File: config.mk
export PLATFORM = sky130hd
export DESIGN_NAME = chg_watch
export DESIGN_NICKNAME = d
export VERILOG_FILES = /design/src/rtl/chg_watch.sv
export SDC_FILE = /design/constraint.sdc
export NUM_CORES = 1
export LEC_CHECK = 0
export ABC_AREA = 1
export BUFFER_PORTS_ARGS = -buffer_cell sky130_fd_sc_hd__buf_2
export CAP_MARGIN = 40
export CELL_PAD_IN_SITES_DETAIL_PLACEMENT = 1
export CELL_PAD_IN_SITES_GLOBAL_PLACEMENT = 2
export CORE_AREA = 2 2 47 49
export DETAILED_ROUTE_END_ITERATION = 12
export DIE_AREA = 0 0 49 51
export PLACE_DENSITY = 0.85
export SLEW_MARGIN = 30
export SYNTH_ARGS = -nofsm -noshare
export SYNTH_HDL_FRONTEND = slang
export SYNTH_SLANG_ARGS = --single-unit
File: constraint.sdc
create_clock -name clk -period 2.7 [get_ports clk]
set_input_delay 0.135 -clock clk [delete_from_list [all_inputs] [get_ports clk]]
set_output_delay 0.135 -clock clk [all_outputs]
set_load 0.05 [all_outputs]
File: src/rtl/chg_watch.sv
module chg_watch #(
  parameter int          NPIN      = 4,
  parameter logic [NPIN-1:0] SNAP_INIT = '1
) (
  input  logic            clk,
  input  logic            por_n,
  input  logic [NPIN-1:0] pins_i,
  input  logic [NPIN-1:0] mask_i,
  input  logic            addr_ack_i,
  input  logic            rd_ack_i,
  input  logic            stop_i,
  input  logic            busy_i,
  output logic [NPIN-1:0] flags_o,
  output logic            irq_n_o
);

  logic [NPIN-1:0] snap;
  logic [NPIN-1:0] diff;
  logic            reload, hit, irq_q, pend;

  assign diff    = pins_i ^ snap;
  assign reload  = addr_ack_i | rd_ack_i;
  assign hit     = |(diff & mask_i);
  assign irq_n_o = ~irq_q;

  always_ff @(posedge clk or negedge por_n) begin
    if (!por_n) begin
      snap    <= SNAP_INIT;
      flags_o <= '0;
      irq_q   <= 1'b0;
      pend    <= 1'b0;
    end else if (reload) begin
      snap    <= pins_i;
      flags_o <= '0;
      irq_q   <= 1'b0;
      pend    <= 1'b0;
    end else begin
      flags_o <= flags_o | diff;
      if (stop_i && (pend || hit)) begin
        irq_q <= 1'b1;
        pend  <= 1'b0;
      end else if (busy_i && hit) begin
        pend  <= 1'b1;
      end else if (!busy_i && hit) begin
        irq_q <= 1'b1;
      end
    end
  end

  assert_defer_R7: assert property (@(posedge clk) disable iff (!por_n)
    $fell(irq_n_o) |-> $past(stop_i || !busy_i));

  assert_cause_R6: assert property (@(posedge clk) disable iff (!por_n)
    $fell(irq_n_o) |-> $past(hit || pend));

  assert_release_R4: assert property (@(posedge clk) disable iff (!por_n)
    (addr_ack_i || rd_ack_i) |=> (irq_n_o && flags_o == '0));

  assert_sticky_R3: assert property (@(posedge clk) disable iff (!por_n)
    !(addr_ack_i || rd_ack_i) |=> ((flags_o & $past(flags_o)) == $past(flags_o)));

  assert_hold_R9: assert property (@(posedge clk) disable iff (!por_n)
    (!irq_n_o && !(addr_ack_i || rd_ack_i)) |=> !irq_n_o);

endmodule

[Yosys cells after proc, flatten, opt, wreduce, memory -nomap -nowiden]
Index checks and enable logic that the tools add are counted.
Storage, ports and cells
  flip-flop bits (word level): 10
  bits of input ports: 14
  logic and storage cells: 27
Operators by class
  equality and inequality tests: 1
  muxes and demuxes: 8
  bitwise logic cells: 5
  reduce and logical (&&, ||, !) cells: 9
Operators with widths (number)
  1-bit 2-to-1 mux: 7
  3-bit nonzero test: 2
  4-bit AND: 1
  4-bit 2-to-1 mux: 1
  4-bit bitwise OR: 1
  4-bit OR reduction: 1
  4-bit bitwise XOR: 1
  1-bit logical AND: 3
  3-bit != test (second input constant): 1
  2-bit AND reduction: 1
  1-bit zero test: 1
  1-bit logical OR: 1
  1-bit inverter: 1
  1-bit bitwise OR: 1

[Longest topological paths before layout]
Gate-level depths: netlist (run 1).
  depth after elaboration: 8
  gate-level depth with buffers: 8

[Worst setup path after synthesis (run 1)]
No wires, ideal clock.
  kind: flip-flop to flip-flop
  from: reg snap[1]
  to: reg irq_q
  library setup time: 0.122 ns
  arrival time: 0.998 ns
  required time: 2.578 ns
  slack: 1.580 ns
  stages on the path, launching flop included: 8
  clock period less this slack: 1.120 ns
  cell sequence: dfstp_2 nand2_1 nand3_1 nand2_1 nor2_2 nor2_2 nor2_1 a21oi_1
On the way
  cells in the longest elaborated chain, start to end: 7
Ends and longest elaborated chain
  start, declared: RTL line 17  | logic [NPIN-1:0] snap;
  start signal, assigned: RTL line 33  | snap <= pins_i;
  4-bit bitwise XOR *: RTL line 21  | assign diff = pins_i ^ snap;
  4-bit AND *: RTL line 23  | assign hit = |(diff & mask_i);
  4-bit OR reduction *: RTL line 23
  1-bit logical OR: RTL line 39  | if (stop_i && (pend || hit)) begin
  1-bit logical AND: RTL line 39
  3-bit != test (no line), or another cell as far along
  2-bit AND reduction (no line) or 1-bit 2-to-1 mux (tied branches)
  end signal, assigned: RTL line 35  | irq_q <= 1'b0;
  end signal, assigned: RTL line 40  | irq_q <= 1'b1;
  end signal, assigned: RTL line 45  | irq_q <= 1'b1;
  end, declared: RTL line 19  | logic reload, hit, irq_q, pend;
Mark *: on every way between the ends. The rest lies on a longest branch, timed or not.
A chain may end at the register's enable or synchronous reset.

[Worst setup path in the final report (run 1)]
  from: reg snap[0]
  to: reg irq_q
Same word-level chain as after synthesis.

==> results.json, run 1 <==
{
  "start_util_pct": 24.3,
  "p_per_area_nw_per_um2": 564,
  "slew_headroom_pct": 56.6,
  "power.leakage_uw": 0.000378,
  "vias": 462,
  "cts_setup_buffers": 0,
  "grt_max_degree": 14,
  "ant_nets": 0,
  "io_pins": 19,
  "core_sq_um": 2060,
  "root_buffer": "clkbuf_4",
  "rsz0062_at_grt": "no",
  "final_max_slew_viol_count": 0,
  "skew_ns": 0.00169,
  "place_area_sq_um": 622,
  "outcome": "completed",
  "firstDrtPassIters": 2,
  "place.detailed.hpwl_um": 912,
  "clkLatencyLatePin_ns": 0.27,
  "maxCapViolCount": 0,
  "gr-total-overflow": 0,
  "ys_warn_count": 0,
  "p_clk_share_pct": 36.2,
  "setup_viol": 0,
  "die_area_sq_um": 2500,
  "synth_top_area_share_pct": 29.9,
  "p_switching_uw": 107,
  "crit_slowest_cell": "dfstp_2",
  "seq_area_frac_synth_pct": 50.9,
  "clock.fmax_mhz": 808,
  "first_global_vias": 474,
  "die_w_um": 49,
  "routed_wl_mm": 1.12,
  "multi_input_area_sq_um": 185,
  "wire_per_inst_um": 9.68,
  "areaGrowthSynthToFinish_pct": 33.2,
  "synth.avg_cell_area_sq_um": 7.60,
  "synthTopCellsByArea": "dfrtp_1 (30%), dfstp_2 (21%), nand2_1 (12%)",
  "drcViolationCount": 0,
  "yosys-top-cells-count": "nand2_1 (16), inv_1 (15), o21ai_0 (9), dfrtp_1 (6)",
  "hold_path.class": "in2reg",
  "cts_tree": "done",
  "critPathKind": "reg2reg",
  "cts_buffer_depth": 2,
  "setup_tns_ns": 0,
  "grt_pass1_wl_mm": 1.95,
  "cp-start-kind": "flip-flop",
  "power.share.sequential_pct": 45.1,
  "p_total_uw": 377,
  "worstSetupEndpointType": "flip-flop",
  "cp.arrival_ns": 1.40,
  "seq_area_sq_um": 255,
  "ir_drop_mv": 0.275,
  "die_h_um": 51,
  "synth_edf_count": 0,
  "antenna_found_initial": 0,
  "cts.clk_slew.worst_paths_ns": 0.07,
  "vias_per_cell": 3.98,
  "drive_above_1_share_pct": 33.0,
  "worst_pin_slew_ns": 0.648,
  "fill_cells": 274,
  "synthFlopType": "dfrtp_1",
  "post_cts_resized": 0,
  "finalHoldViolCount": 0,
  "fin_nets": 103,
  "syn_inst": 66,
  "fin_area_sq_um": 668,
  "synth_cell_types": 12,
  "yosysMostFrequentCell": "nand2_1",
  "yosysTopAreaCell": "dfrtp_1",
  "netlist_area_sq_um": 502,
  "drtIter0Drc": 3,
  "placementRows": 17,
  "path_cells": "nand2_1, nand3_1, nand2_1, nor2_2, nor2_2, nor2_1, a21oi_1",
  "worst_hold_slack_ns": 0.115,
  "worstPathMaxFanout": 3,
  "synth_nets": 80,
  "p_int_uw": 270,
  "grtUsageTotal_pct": 10.4,
  "async_reset_ff_share_pct": 100,
  "critPathMaxStageDelay_ns": 0.55,
  "synth-seq-cells": 10,
  "timing.final.crit_share_pct": 45.8,
  "p_comb_share_pct": 18.7,
  "numPortBuffers": 18,
  "swShare_pct": 28.3,
  "cts_sinks": 10,
  "required_ns": 2.86,
  "finalCriticalPeriod_ns": 1.24,
  "cts_buffers": 3,
  "cts_max_level": 1,
  "gp_congestion": 0.638,
  "diodes": 0,
  "fin_util_pct": 32.4
}
==> through the flow <==
stage,instances,worst slack [ns]
floorplan,66,1.58
global placement,111,1.46
detailed placement,111,1.39
CTS,116,1.45
global route,116,1.34
finish,116,1.46
==> placed cells by master, fill, tap and decap left out, types with 3 or more instances in the layout <==
| cell | n |
|---|---|
| dfrtp_1 | 6 |
| nand2_1 | 16 |
| dfstp_2 | 4 |
| buf_2 | 18 |
| and2_1 | 3 |
| clkbuf_4 | 3 |
| o21ai_0 | 9 |
| inv_1 | 15 |
| nand3_1 | 4 |
| nor2_1 | 3 |
==> power by group through the flow <==
stage / sequential [uW] / clock [uW] / combinational, uW
2_1_floorplan: 184 / 0 / 33.7
6_report: 170 / 136 / 70.5
3_3_place_gp: 173 / 0 / 68.8
4_1_cts: 170 / 145 / 72.5
3_5_place_dp: 173 / 0 / 70.8
5_1_grt: 172 / 151 / 79.8
==> final cells by class <==
class	count	area share, %
clock buffers	4	5.43
inverters	15	8.43
multi-input cells	40	27.7
flip-flops and latches	10	38.2
well taps	28	5.24
repair buffers	19	15.0
==> worst paths after layout <==
kind,startpoint,to,slack (ns),cells past startpoint
min,pins_i[3],snap[3],0.12,3
max reg2reg,snap[0],irq_q,1.46,7
max in group asynchronous,por_n,snap[0],2.18,2
max,snap[0],irq_q,1.46,7
min in group asynchronous,por_n,pend,0.26,2
min reg2reg,snap[3],snap[3],0.50,2
==> cell families (layout without fill, tap and decap cells) <==
logic type	count (synthesis)	count (layout)	share of synthesized area, %
flip-flops	10	10	50.9
buffers and inverters	16	38	12.2
AND/OR/NAND/NOR	29	29	25.9
AO/OA/AOI/OAI	11	11	11.0
==> worst max-delay path: cells and delay by family, from the launching register on <==
family / cells / cell delay [ns]
AND/OR/NAND/NOR: 6 / 0.52
AO/OA/AOI/OAI: 1 / 0.06
flip-flops: 1 / 0.55
==> sequential cells by signal (all words and copies together) (netlist names) <==
name	count
flags_o	4
snap	4
irq_q	1
pend	1
==> metal layers <==
metal  vias up  track usage [%]  wire length (um)
li1        243                -                 -
met1       202             12.4               509
met2        17             17.1               534
met3         0             5.56                79
met4         0             1.43                 0
met5         -                0                 0
==> what timing repair did <==
action | 4_1_cts | 5_1_grt
setup endpoints to repair | 0 | 0
hold buffers | 1 | 0
endpoints found under the hold margin | 10 | 0
(Power assumes the default switching activity.)
==> inputs of run 2 (changes only) <==
Settings changed: ABC_AREA 1 to 0, CORE_AREA 2 2 47 49 to 2 2 46 48, DIE_AREA 0 0 49 51 to 0 0 48 50, PLACE_DENSITY 0.85 to 0.76.
Clock period 2.7 ns to 1 ns, I/O delays scaled along.
==> run 2 against run 1 <==
The run now ends with negative setup slack left. Via count fell by 24%. Clock skew rose by 0.0072 ns. Final area fell by 3.9%. Global-route usage fell by 0.32 points. Total power rose to 2.7 times the previous value. Register-to-register slack got worse by 1.7 ns. Non-clock buffer count rose by 2. Area after synthesis fell by 12%. Flip-flop and latch count did not move. Worst hold slack got worse by 0.089 ns.
==> results.json, run 2 <==
{
  "outcome": "finished with violations",
  "violations": "negative setup slack",
  "gr-total-overflow": 0,
  "cts_buffer_depth": 2,
  "drtIter0Drc": 1,
  "synth-seq-cells": 10,
  "fin_util_pct": 33.8,
  "areaGrowthSynthToFinish_pct": 44.9,
  "place.detailed.hpwl_um": 782,
  "clkLatencyLatePin_ns": 0.26,
  "cts_sinks": 10,
  "synth_edf_count": 0,
  "drcViolationCount": 0,
  "ir_drop_mv": 0.478,
  "yosysTopAreaCell": "dfrtp_1",
  "synth_nets": 49,
  "hold_path.class": "in2reg",
  "finalCriticalPeriod_ns": 1.25,
  "place_area_sq_um": 582,
  "clock.fmax_mhz": 799,
  "die_area_sq_um": 2400,
  "synth_cell_types": 15,
  "netlist_area_sq_um": 443,
  "cts_max_level": 1,
  "yosysMostFrequentCell": "dfrtp_1",
  "worstSetupEndpointType": "flip-flop",
  "diodes": 0,
  "drive_above_1_share_pct": 55.0,
  "gp_congestion": 0.678,
  "core_sq_um": 1900,
  "min-delay-start": "pins_i[2]",
  "largestRegisters": "flags_o: 4 flops, snap: 4 flops",
  "critPathKind": "reg2reg",
  "synthFlopType": "dfrtp_1",
  "firstDrtPassIters": 3,
  "first_global_vias": 410,
  "final_max_slew_viol_count": 0,
  "cts_buffers": 3,
  "final_common_cell": "buf_2",
  "die_w_um": 48,
  "maxCapViolCount": 0,
  "grt_pass1_wl_mm": 1.66,
  "ant_nets": 0,
  "cp.arrival_ns": 1.39,
  "fin_nets": 75,
  "die_h_um": 50,
  "io_pins": 19,
  "vias_per_cell": 4.05,
  "worst_pin_slew_ns": 0.253,
  "skew_ns": 0.00889,
  "grtUsageTotal_pct": 10.1,
  "placementRows": 16,
  "crit_start": "snap[2]",
  "setup_slack_ns": -0.252,
  "vias": 352,
  "required_ns": 1.14,
  "syn_inst": 35,
  "finalHoldViolCount": 0,
  "synth_top_area_share_pct": 33.9,
  "synthTopCellsByArea": "dfrtp_1 (34%), dfstp_2 (24%), xor2_1 (7.9%)",
  "numPortBuffers": 18,
  "setup_viol": 3,
  "final_cell_mix": "buf_2 (17), dfrtp_1 (6), o21a_1 (4), nand2_1 (4), dfstp_2 (4)",
  "p_per_area_nw_per_um2": 1610,
  "slew_headroom_pct": 83.1,
  "seq_area_frac_synth_pct": 57.6,
  "worstPathMaxFanout": 2,
  "fin_area_sq_um": 642,
  "antenna_found_initial": 0,
  "async_reset_ff_share_pct": 100,
  "ys_warn_count": 0,
  "power.leakage_uw": 0.000303,
  "grt_max_degree": 11,
  "synth.avg_cell_area_sq_um": 12.7,
  "start_util_pct": 23.3,
  "timing.rr.start": "snap[2]",
  "cp-start-kind": "flip-flop",
  "rsz0062_at_grt": "yes",
  "root_buffer": "clkbuf_4",
  "routed_wl_um": 963,
  "wire_per_inst_um": 11.1,
  "timing.final.crit_share_pct": 125,
  "yosys-top-cells-count": "dfrtp_1 (6), dfstp_2 (4), nand2_1 (4), o21a_1 (4), xor2_1 (4)",
  "cts_tree": "done",
  "cts.clk_slew.worst_paths_ns": 0.07
}
-- run 2: changes by cell type after synthesis, sizes merged --
cell and change:
inv -14, nand2 -12, o21ai -8, and2 -4
mux2 +4, nand3 -4, o21a +4, xor2 +4
nor2 -3, a221oi +1, a22o +1, buf -1
nor3 +1
-- run 2: final cells by class --
type | count | area, sq um
fillers | 229 | 1260
flip-flops and latches | 10 | 255
multi-input cells | 24 | 191
repair buffers | 21 | 121
clock buffers | 4 | 36.3
well taps | 27 | 33.8
inverters | 1 | 3.75
-- run 2: worst max-delay path, cell delays in order (launching register included) --
cell and delay (ns):
dfstp_2 0.54, xor2_1 0.07, a22o_1 0.21, a221oi_2 0.21
o21ai_1 0.09
-- run 2: logic make-up (layout without fill, tap and decap cells) --
logic type | Yosys count | in the layout | synth area share (%)
xor+xnor | 4 | 4 | 7.91
mux | 4 | 4 | 10.2
compound gates | 9 | 9 | 15.5
buf+inv | 1 | 26 | 0.847
simple gates | 7 | 7 | 7.91
flops | 10 | 10 | 57.6
-- run 2: worst paths after layout --
kind                              end  slack (ns)  cells past startpoint
setup reg to reg                 pend       -0.25                      4
max in group asynchronous     snap[0]        0.55                      2
hold reg to reg            flags_o[0]        0.49                      1
min in group asynchronous       irq_q        0.18                      2
hold / removal                snap[2]        0.03                      2
setup / recovery                 pend       -0.25                      4
-- run 2: where the power goes --
group	internal (uW)	total (uW)	switching, uW
registers	444	462	18.0
logic	89.8	210	120
clock network	221	361	140
-- run 2: routing by layer --
layer  part of all wire (%)  global-route usage (%)
met1                     46                    12.7
met2                     46                    14.9
met3                    7.4                    3.30
met4                   0.52                    5.41
met5                      0                       0
-- run 2: metrics by stage --
stage	hold WS (ns)	worst slack [ns]	power [uW]	setup TNS, ns	cells
2_1_floorplan	-0.246	-0.188	585	-0.356	35
3_3_place_gp	-0.0769	-0.208	666	-0.403	82
3_5_place_dp	-0.0705	-0.252	672	-0.495	82
4_1_cts	0.0196	-0.260	1050	-0.547	87
5_1_grt	0.0244	-0.349	1100	-0.773	87
6_report	0.0267	-0.252	1030	-0.521	87
-- run 2: what timing repair did --
item	CTS	global route
resized for setup	1	2
hold buffers	1	0
pin swaps	2	0
endpoints found under the setup margin	5	6
hold endpoints to repair	10	0
setup buffers	1	0
